--- src/rtl/addr_watch_pkg.sv ---
package addr_watch_pkg;

  // Strobes from the control decoder into the datapath
  typedef struct packed {
    logic stageWr;   // write one staging byte
    logic commit;    // commit {data, staging} into an entry
    logic enWr;      // write one enable flag
    logic capture;   // latch the winning index
    logic clear;     // status read: drop pending break
  } ctrl_strobe_t;

endpackage

--- src/rtl/addr_watch_ctrl.sv ---
module addr_watch_ctrl
  import addr_watch_pkg::*;
#(
  parameter int NUM_ENTRIES = 32,
  parameter int ADDR_W      = 24,
  parameter int NUM_STAGE   = ADDR_W / 8 - 1,
  parameter int SEL_W       = $clog2(NUM_ENTRIES + NUM_STAGE + 1)
) (
  input  logic              cfgWe,
  input  logic [SEL_W-1:0]  cfgSel,
  input  logic              busValid,
  input  logic              busRead,
  input  logic [ADDR_W-1:0] busAddr,
  input  logic              pending,
  input  logic              anyHit,
  output ctrl_strobe_t      strb
);

  localparam int STAGE_BASE = NUM_ENTRIES;
  localparam int EN_SEL     = NUM_ENTRIES + NUM_STAGE;

  logic statusRd;
  logic isStage;

  // Status page is decoded on the upper address bits only
  assign statusRd = busValid && busRead && (&busAddr[ADDR_W-1:8]);
  assign isStage  = (cfgSel >= SEL_W'(STAGE_BASE)) && (cfgSel < SEL_W'(EN_SEL));

  always_comb begin
    strb         = '0;
    strb.stageWr = cfgWe && isStage;
    strb.commit  = cfgWe && (cfgSel < SEL_W'(NUM_ENTRIES));
    strb.enWr    = cfgWe && (cfgSel == SEL_W'(EN_SEL));
    strb.clear   = statusRd;
    strb.capture = busValid && anyHit && !pending && !statusRd;
  end

endmodule

--- src/rtl/addr_watch_dp.sv ---
module addr_watch_dp
  import addr_watch_pkg::*;
#(
  parameter int NUM_ENTRIES = 32,
  parameter int ADDR_W      = 24,
  parameter int NUM_STAGE   = ADDR_W / 8 - 1,
  parameter int IDX_W       = $clog2(NUM_ENTRIES),
  parameter int SEL_W       = $clog2(NUM_ENTRIES + NUM_STAGE + 1)
) (
  input  logic              clk,
  input  logic              rstN,
  input  ctrl_strobe_t      strb,
  input  logic [SEL_W-1:0]  cfgSel,
  input  logic [7:0]        cfgData,
  input  logic [ADDR_W-1:0] busAddr,
  output logic              anyHit,
  output logic              pending,
  output logic [IDX_W-1:0]  capIdx
);

  localparam int STAGE_W = NUM_STAGE * 8;

  logic [7:0]             stageByte [NUM_STAGE];
  logic [STAGE_W-1:0]     stageFlat;
  logic [SEL_W-1:0]       stageSel;
  logic [ADDR_W-1:0]      barMem [NUM_ENTRIES];
  logic [NUM_ENTRIES-1:0] enFlags;
  logic [NUM_ENTRIES-1:0] hitVec;
  logic [IDX_W-1:0]       hitIdx;

  assign stageSel = cfgSel - SEL_W'(NUM_ENTRIES);

  // Shared staging bytes
  for (genvar s = 0; s < NUM_STAGE; s++) begin : g_stage
    always_ff @(posedge clk or negedge rstN) begin
      if (!rstN)                                      stageByte[s] <= '0;
      else if (strb.stageWr && stageSel == SEL_W'(s)) stageByte[s] <= cfgData;
    end
    assign stageFlat[s*8 +: 8] = stageByte[s];
  end

  // Break entries and their compare
  for (genvar k = 0; k < NUM_ENTRIES; k++) begin : g_entry
    always_ff @(posedge clk or negedge rstN) begin
      if (!rstN) begin
        barMem[k]  <= '0;
        enFlags[k] <= 1'b0;
      end else begin
        if (strb.commit && cfgSel == SEL_W'(k))
          barMem[k] <= {cfgData, stageFlat};
        if (strb.enWr && cfgData[IDX_W-1:0] == IDX_W'(k))
          enFlags[k] <= cfgData[7];
      end
    end
    assign hitVec[k] = enFlags[k] && (barMem[k] == busAddr);
  end

  assign anyHit = |hitVec;

  // Lowest index wins
  always_comb begin
    hitIdx = '0;
    for (int k = NUM_ENTRIES - 1; k >= 0; k--)
      if (hitVec[k]) hitIdx = IDX_W'(k);
  end

  always_ff @(posedge clk or negedge rstN) begin
    if (!rstN) begin
      pending <= 1'b0;
      capIdx  <= '0;
    end else if (strb.clear) begin
      pending <= 1'b0;
      capIdx  <= '0;
    end else if (strb.capture) begin
      pending <= 1'b1;
      capIdx  <= hitIdx;
    end
  end

endmodule

--- src/rtl/addr_watch_unit.sv ---
module addr_watch_unit
  import addr_watch_pkg::*;
#(
  parameter int NUM_ENTRIES = 32,
  parameter int ADDR_W      = 24,
  parameter int NUM_STAGE   = ADDR_W / 8 - 1,
  parameter int IDX_W       = $clog2(NUM_ENTRIES),
  parameter int SEL_W       = $clog2(NUM_ENTRIES + NUM_STAGE + 1)
) (
  input  logic              clk,
  input  logic              rstN,
  input  logic              cfgWe,
  input  logic [SEL_W-1:0]  cfgSel,
  input  logic [7:0]        cfgData,
  input  logic              busValid,
  input  logic              busRead,
  input  logic [ADDR_W-1:0] busAddr,
  output logic              nmi,
  output logic [7:0]        statusData
);

  ctrl_strobe_t       strb;
  logic               anyHit;
  logic               pending;
  logic [IDX_W-1:0]   capIdx;

  addr_watch_ctrl #(
    .NUM_ENTRIES(NUM_ENTRIES), .ADDR_W(ADDR_W),
    .NUM_STAGE(NUM_STAGE), .SEL_W(SEL_W)
  ) u_ctrl (
    .cfgWe(cfgWe), .cfgSel(cfgSel), .busValid(busValid), .busRead(busRead),
    .busAddr(busAddr), .pending(pending), .anyHit(anyHit), .strb(strb)
  );

  addr_watch_dp #(
    .NUM_ENTRIES(NUM_ENTRIES), .ADDR_W(ADDR_W), .NUM_STAGE(NUM_STAGE),
    .IDX_W(IDX_W), .SEL_W(SEL_W)
  ) u_dp (
    .clk(clk), .rstN(rstN), .strb(strb), .cfgSel(cfgSel), .cfgData(cfgData),
    .busAddr(busAddr), .anyHit(anyHit), .pending(pending), .capIdx(capIdx)
  );

  assign nmi        = pending;
  assign statusData = 8'(capIdx);

endmodule

--- config.mk ---
export PLATFORM = sky130hd
export DESIGN_NAME = addr_watch_unit
export DESIGN_NICKNAME = d
export VERILOG_FILES = /design/src/rtl/addr_watch_pkg.sv /design/src/rtl/addr_watch_ctrl.sv /design/src/rtl/addr_watch_dp.sv /design/src/rtl/addr_watch_unit.sv
export SDC_FILE = /design/constraint.sdc
export NUM_CORES = 2
export LEC_CHECK = 0
export ABC_AREA = 1
export BUFFER_PORTS_ARGS = -buffer_cell sky130_fd_sc_hd__buf_2
export CAP_MARGIN = 20
export CORE_UTILIZATION = 55
export CTS_CLUSTER_SIZE = 25
export DETAILED_ROUTE_END_ITERATION = 10
export MAX_ROUTING_LAYER = met4
export PLACE_DENSITY = 0.71
export SLEW_MARGIN = 5
export SYNTH_ARGS = -nofsm -noshare
export SYNTH_HDL_FRONTEND = slang
export SYNTH_HIERARCHICAL = 1
export SYNTH_SLANG_ARGS = --single-unit
--- constraint.sdc ---
create_clock -name clk -period 3.2 [get_ports clk]
set_input_delay 0.32 -clock clk [delete_from_list [all_inputs] [get_ports clk]]
set_output_delay 0.32 -clock clk [all_outputs]
set_load 0.01 [all_outputs]
==> qor_table.md <==
| Stage | Parameter | Reported |
|:---|:---|:---|
| sta | Setup repair after global routing missed its margin | true |
| sta | Least-Margin Pin Slew | 1200 ps |
| drt | Post-detailed-route DRC marker count | 0 |
| setup path | Data arrival time of the worst path | 3700 ps |
| setup path | Nature of the critical path endpoint | flip-flop |
| hold path | Number of stages on the worst hold path | 3 |
| power | Max IR drop VDD | 516 µV |
| cells and area | Share of layout cells above drive strength 1 | 13.7% |
| cells and area | Non-Filler Instances | 5836 |
| cells and area | Cell area after layout | 0.0462 mm² |
| floorplan | Die Outline Area | 0.0729 mm² |
| clocking | Buffer type at the clock tree root | clkbuf_16 |
| placed design | Cell Area, Placed | 0.0430 mm² |
| floorplan | Effective utilization at floorplan | 56.0% |
| sta | Finish-stage setup viols | 0 |
| floorplan | Chip Width | 270 µm |
| placed design | Total instance count after detailed placement | 5664 |
| drt | Via count | 36700 |
| placed design | Post-detail-place hpwl | 102000 µm |
| global route | Largest net degree at the start of global routing | 83 |
| synthesis | Cell type with the highest aggregate area in the netlist | dfrtp_1 |
| floorplan | DIE HEIGHT | 270 µm |
| setup path | Data required time of the critical path | 3790 ps |
| floorplan | Count of boundary I/O pins | 52 |
| hold path | Destination of the worst hold path | u_dp/barMem[381] |
| synthesis | Distinct cells, synth | 49 |
| global route | Antenna violations before repair | 10 |
| synthesis | Post-Syn Area | 0.0395 mm² |
| global route | Overall overflow remaining after global route | 0 |
| setup path | Kind of launch point of the worst setup path | flip-flop |
| sta | Final Hold Fails | 0 |
| synthesis | Post-synthesis sequential area ratio | 52.1% |
| drt | Avg WL per Cell | 26.6 µm |
| setup path | Worst R2R Start | u_dp/barMem[252] |
| placed design | Number of buffer cells added on primary ports | 48 |
| global route | Total GRT Usage | 43.5% |
| run | Max_cap viols | 0 |
| hold path | Hold Crit Start | cfgData[5] |
| clocking | Clock-pin transition on the worst setup and hold timing paths | 60 ps |
| drt | First DRT Iteration DRCs | 5656 |
| drt | Post-detailed-route via-to-cell ratio | 6.29 |
| power | Lkg Pwr | 20.3 nW |
| sta | Min cycle time layout | 3110 ps |
| drt | Router iterations before antenna repair | 7 |
| sta | Period utilisation layout | 97.2% |
| synthesis | Per-instance average area after synthesis | 8.48 µm² |
| cells and area | Final layout net count | 4862 |
| sta | Final Hold Slack | 34.7 ps |
| sta | Final max-slew violation count | 0 |
| sta | Setup tns final | 0 ps |
| synthesis | Main area contributors after synthesis | dfrtp_1, nand2_1, o21ai_0, xnor2_1, xor2_1 |
| floorplan | Number of core rows | 97 |
| clocking | CTS sink cnt | 822 |
| clocking | CTS H-tree lvls | 3 |
| floorplan | Area of the core region | 0.0705 mm² |
| outcome | Run status | finished, final reports clean |
| clocking | TritonCTS Buffers | 88 |
| clocking | CTS tree | done |
| setup path | Capture point of the worst reg-to-reg path | u_dp/capIdx[4] |
| setup path | Class of the most critical setup path | flip-flop to flip-flop |
| synthesis | Total of flip-flops plus latches after synthesis | 822 |
| drt | Wire length reported by the detailed router | 155000 µm |
| setup path | Maximum fanout count along the critical path | 3 |
| cells and area | Area growth syn-to-layout | 17.1% |
| setup path | Register-to-register setup slack | 90 ps |
| sta | Relative slew slack | 19.7% |
| sta | Setup clock skew after layout | 30.1 ps |
| clocking | Worst-Skew Late Latency | 660 ps |
| synthesis | Post-Syn Instances | 4656 |
| placed design | RD Place Congestion | 1.07 |
| power | Power per standard cell area | 524 mW/mm² |
| global route | Wire length of the first global-routing pass | 226000 µm |
| sta | Maximum clock frequency | 0.322 GHz |
| drt | Detail Route Antenna Nets | 0 |
| clocking | Buffer levels on the longest clock path | 3 |
| synthesis | Total number of yosys warnings | 6 |
| hold path | Path type of the worst min-delay path | input port to flip-flop |
| synthesis | Share of Yosys cell area claimed by the top area cell type | 52.1% |
| global route | Vias in the first global route | 34000 |
| setup path | Logic depth of the worst register-to-register path | 18 |
[worst max-delay path, stage by stage (launching register included)]
cell and delay (ps):
dfrtp_1 410, nand2_1 110, o21ai_1 70, or4_1 590
nor3_2 200, nand4_1 90, buf_4 170, buf_4 130
and3_1 180, nand2_1 80, nor2_1 70, nand3_1 110
nand3b_1 120, nor2_2 160, nor2_1 70, nor2_1 140
nand2_1 90, nor2_2 100, a32o_1 160
[metal layers]
layer  wire length (µm)  up-vias  share of wire (%)  global-route usage (%)
met3              21700      730                 14                    11.4
met5                  0        -                  0                       -
met2              63600     2695                 41                    60.4
li1                   -    16000                  -                       -
met1              57100    17300                 37                    56.5
met4              12600        0                8.1                    27.7
[final cells by class]
| cell class | count | area, µm² |
|---|---|---|
| multi-input cells | 3303 | 16700 |
| repair buffers | 447 | 4110 |
| well taps | 940 | 1180 |
| clock buffers | 126 | 2560 |
| clock inverters | 33 | 479 |
| fillers | 5788 | 24300 |
| flip-flops and latches | 822 | 20600 |
| diodes | 8 | 20.0 |
| inverters | 157 | 592 |
[power by group]
part | switching, mW | internal, mW
logic | 1.60 | 0.874
registers | 0.265 | 10.7
clock network | 4.39 | 6.38
total | 6.26 | 18.0
[cell usage in the layout, fill, tap and decap left out, types with 5 or more instances in the layout]
master | netlist | final
dfrtp_1 | 822 | 822
clkinv_2 | 0 | 12
clkbuf_8 | 0 | 19
o211ai_1 | 5 | 5
a22o_1 | 44 | 44
clkbuf_16 | 0 | 89
nor3_2 | 2 | 8
a21boi_0 | 7 | 6
o2111ai_1 | 11 | 11
nand3_1 | 60 | 60
a31oi_1 | 7 | 7
or2_2 | 39 | 39
a211oi_1 | 25 | 24
nand2_1 | 1314 | 1311
o21ai_0 | 931 | 931
nor2_2 | 1 | 5
buf_12 | 0 | 67
xnor2_1 | 126 | 126
a221oi_1 | 66 | 66
clkinv_1 | 1 | 13
buf_2 | 58 | 47
clkbuf_1 | 256 | 18
o22ai_1 | 128 | 128
or4_1 | 26 | 26
nor3_1 | 35 | 29
buf_4 | 29 | 328
inv_2 | 16 | 25
and2_1 | 15 | 15
inv_1 | 139 | 118
diode_2 | 0 | 8
a21oi_1 | 29 | 29
xor2_1 | 118 | 118
a2111oi_0 | 6 | 5
nand4_1 | 43 | 43
bufinv_16 | 0 | 10
nor4_1 | 45 | 43
nor2_1 | 192 | 188
[per-stage QoR]
stage / util [%] / power [mW] / setup slack [ps]
floorplan: - / 12.2 / 1.10
global placement: 61.0 / 13.5 / -258
detailed placement: 61.0 / 13.5 / -280
CTS: 65.4 / 24.2 / 48.5
global route: 65.5 / 24.8 / -101
finish: 65.5 / 24.2 / 90.9
[synth_stat cells, drive strengths merged]
library cell,instances
a22o,44
nand2,1314
xnor2,126
clkinv,1
nand4,43
o2111ai,11
a2111oi,6
a21boi,7
a21oi,29
o2111a,2
a32o,1
and3,2
a2111o,1
a211oi,25
nor3b,2
o41ai,1
o221ai,1
or2,40
and2,15
o211a,1
a31oi,7
nand3,60
clkbuf,256
a221oi,66
conb,1
nand3b,3
xor2,118
o21bai,1
nor2,193
nor3,37
o21ai,935
o211ai,5
or4,26
inv,156
dfrtp,822
a221o,4
nor4,46
buf,120
o22ai,128
[sequential cells by signal, summed over array words and instances, names as in the netlist]
register and flops:
u_dp/barMem 768, u_dp/enFlags 32, u_dp/stageByte 16, u_dp/capIdx 5
u_dp/pending 1
[timing repair]
item	4_1_cts	5_1_grt
hold buffers	3	0
endpoints found under the hold margin	48	0
buffers inserted	0	1
setup endpoints to repair	0	5
resized for setup	0	18
[worst max-delay path by stage]
stage               slack, ps              to  cells past startpoint             start
floorplan                   1  u_dp/capIdx[4]                     23        busAddr[3]
global placement         -260  u_dp/capIdx[4]                     19       busAddr[14]
detailed placement       -280  u_dp/capIdx[4]                     19       busAddr[14]
CTS                        50  u_dp/capIdx[4]                     18  u_dp/barMem[344]
global route             -100  u_dp/capIdx[0]                     41   u_dp/barMem[24]
finish                     90  u_dp/capIdx[4]                     18  u_dp/barMem[252]
[cell families (layout without fill, tap and decap cells)]
logic type	count (synthesis)	count (layout)	share of synthesized area, %
compound gates	1275	1275	18.2
xor+xnor	244	244	5.41
buf+inv	533	763	5.76
flops	822	822	52.1
other cells	1	11	0.00950
simple gates	1781	1781	18.5
Note: power is estimated with default switching activity, not from simulation.
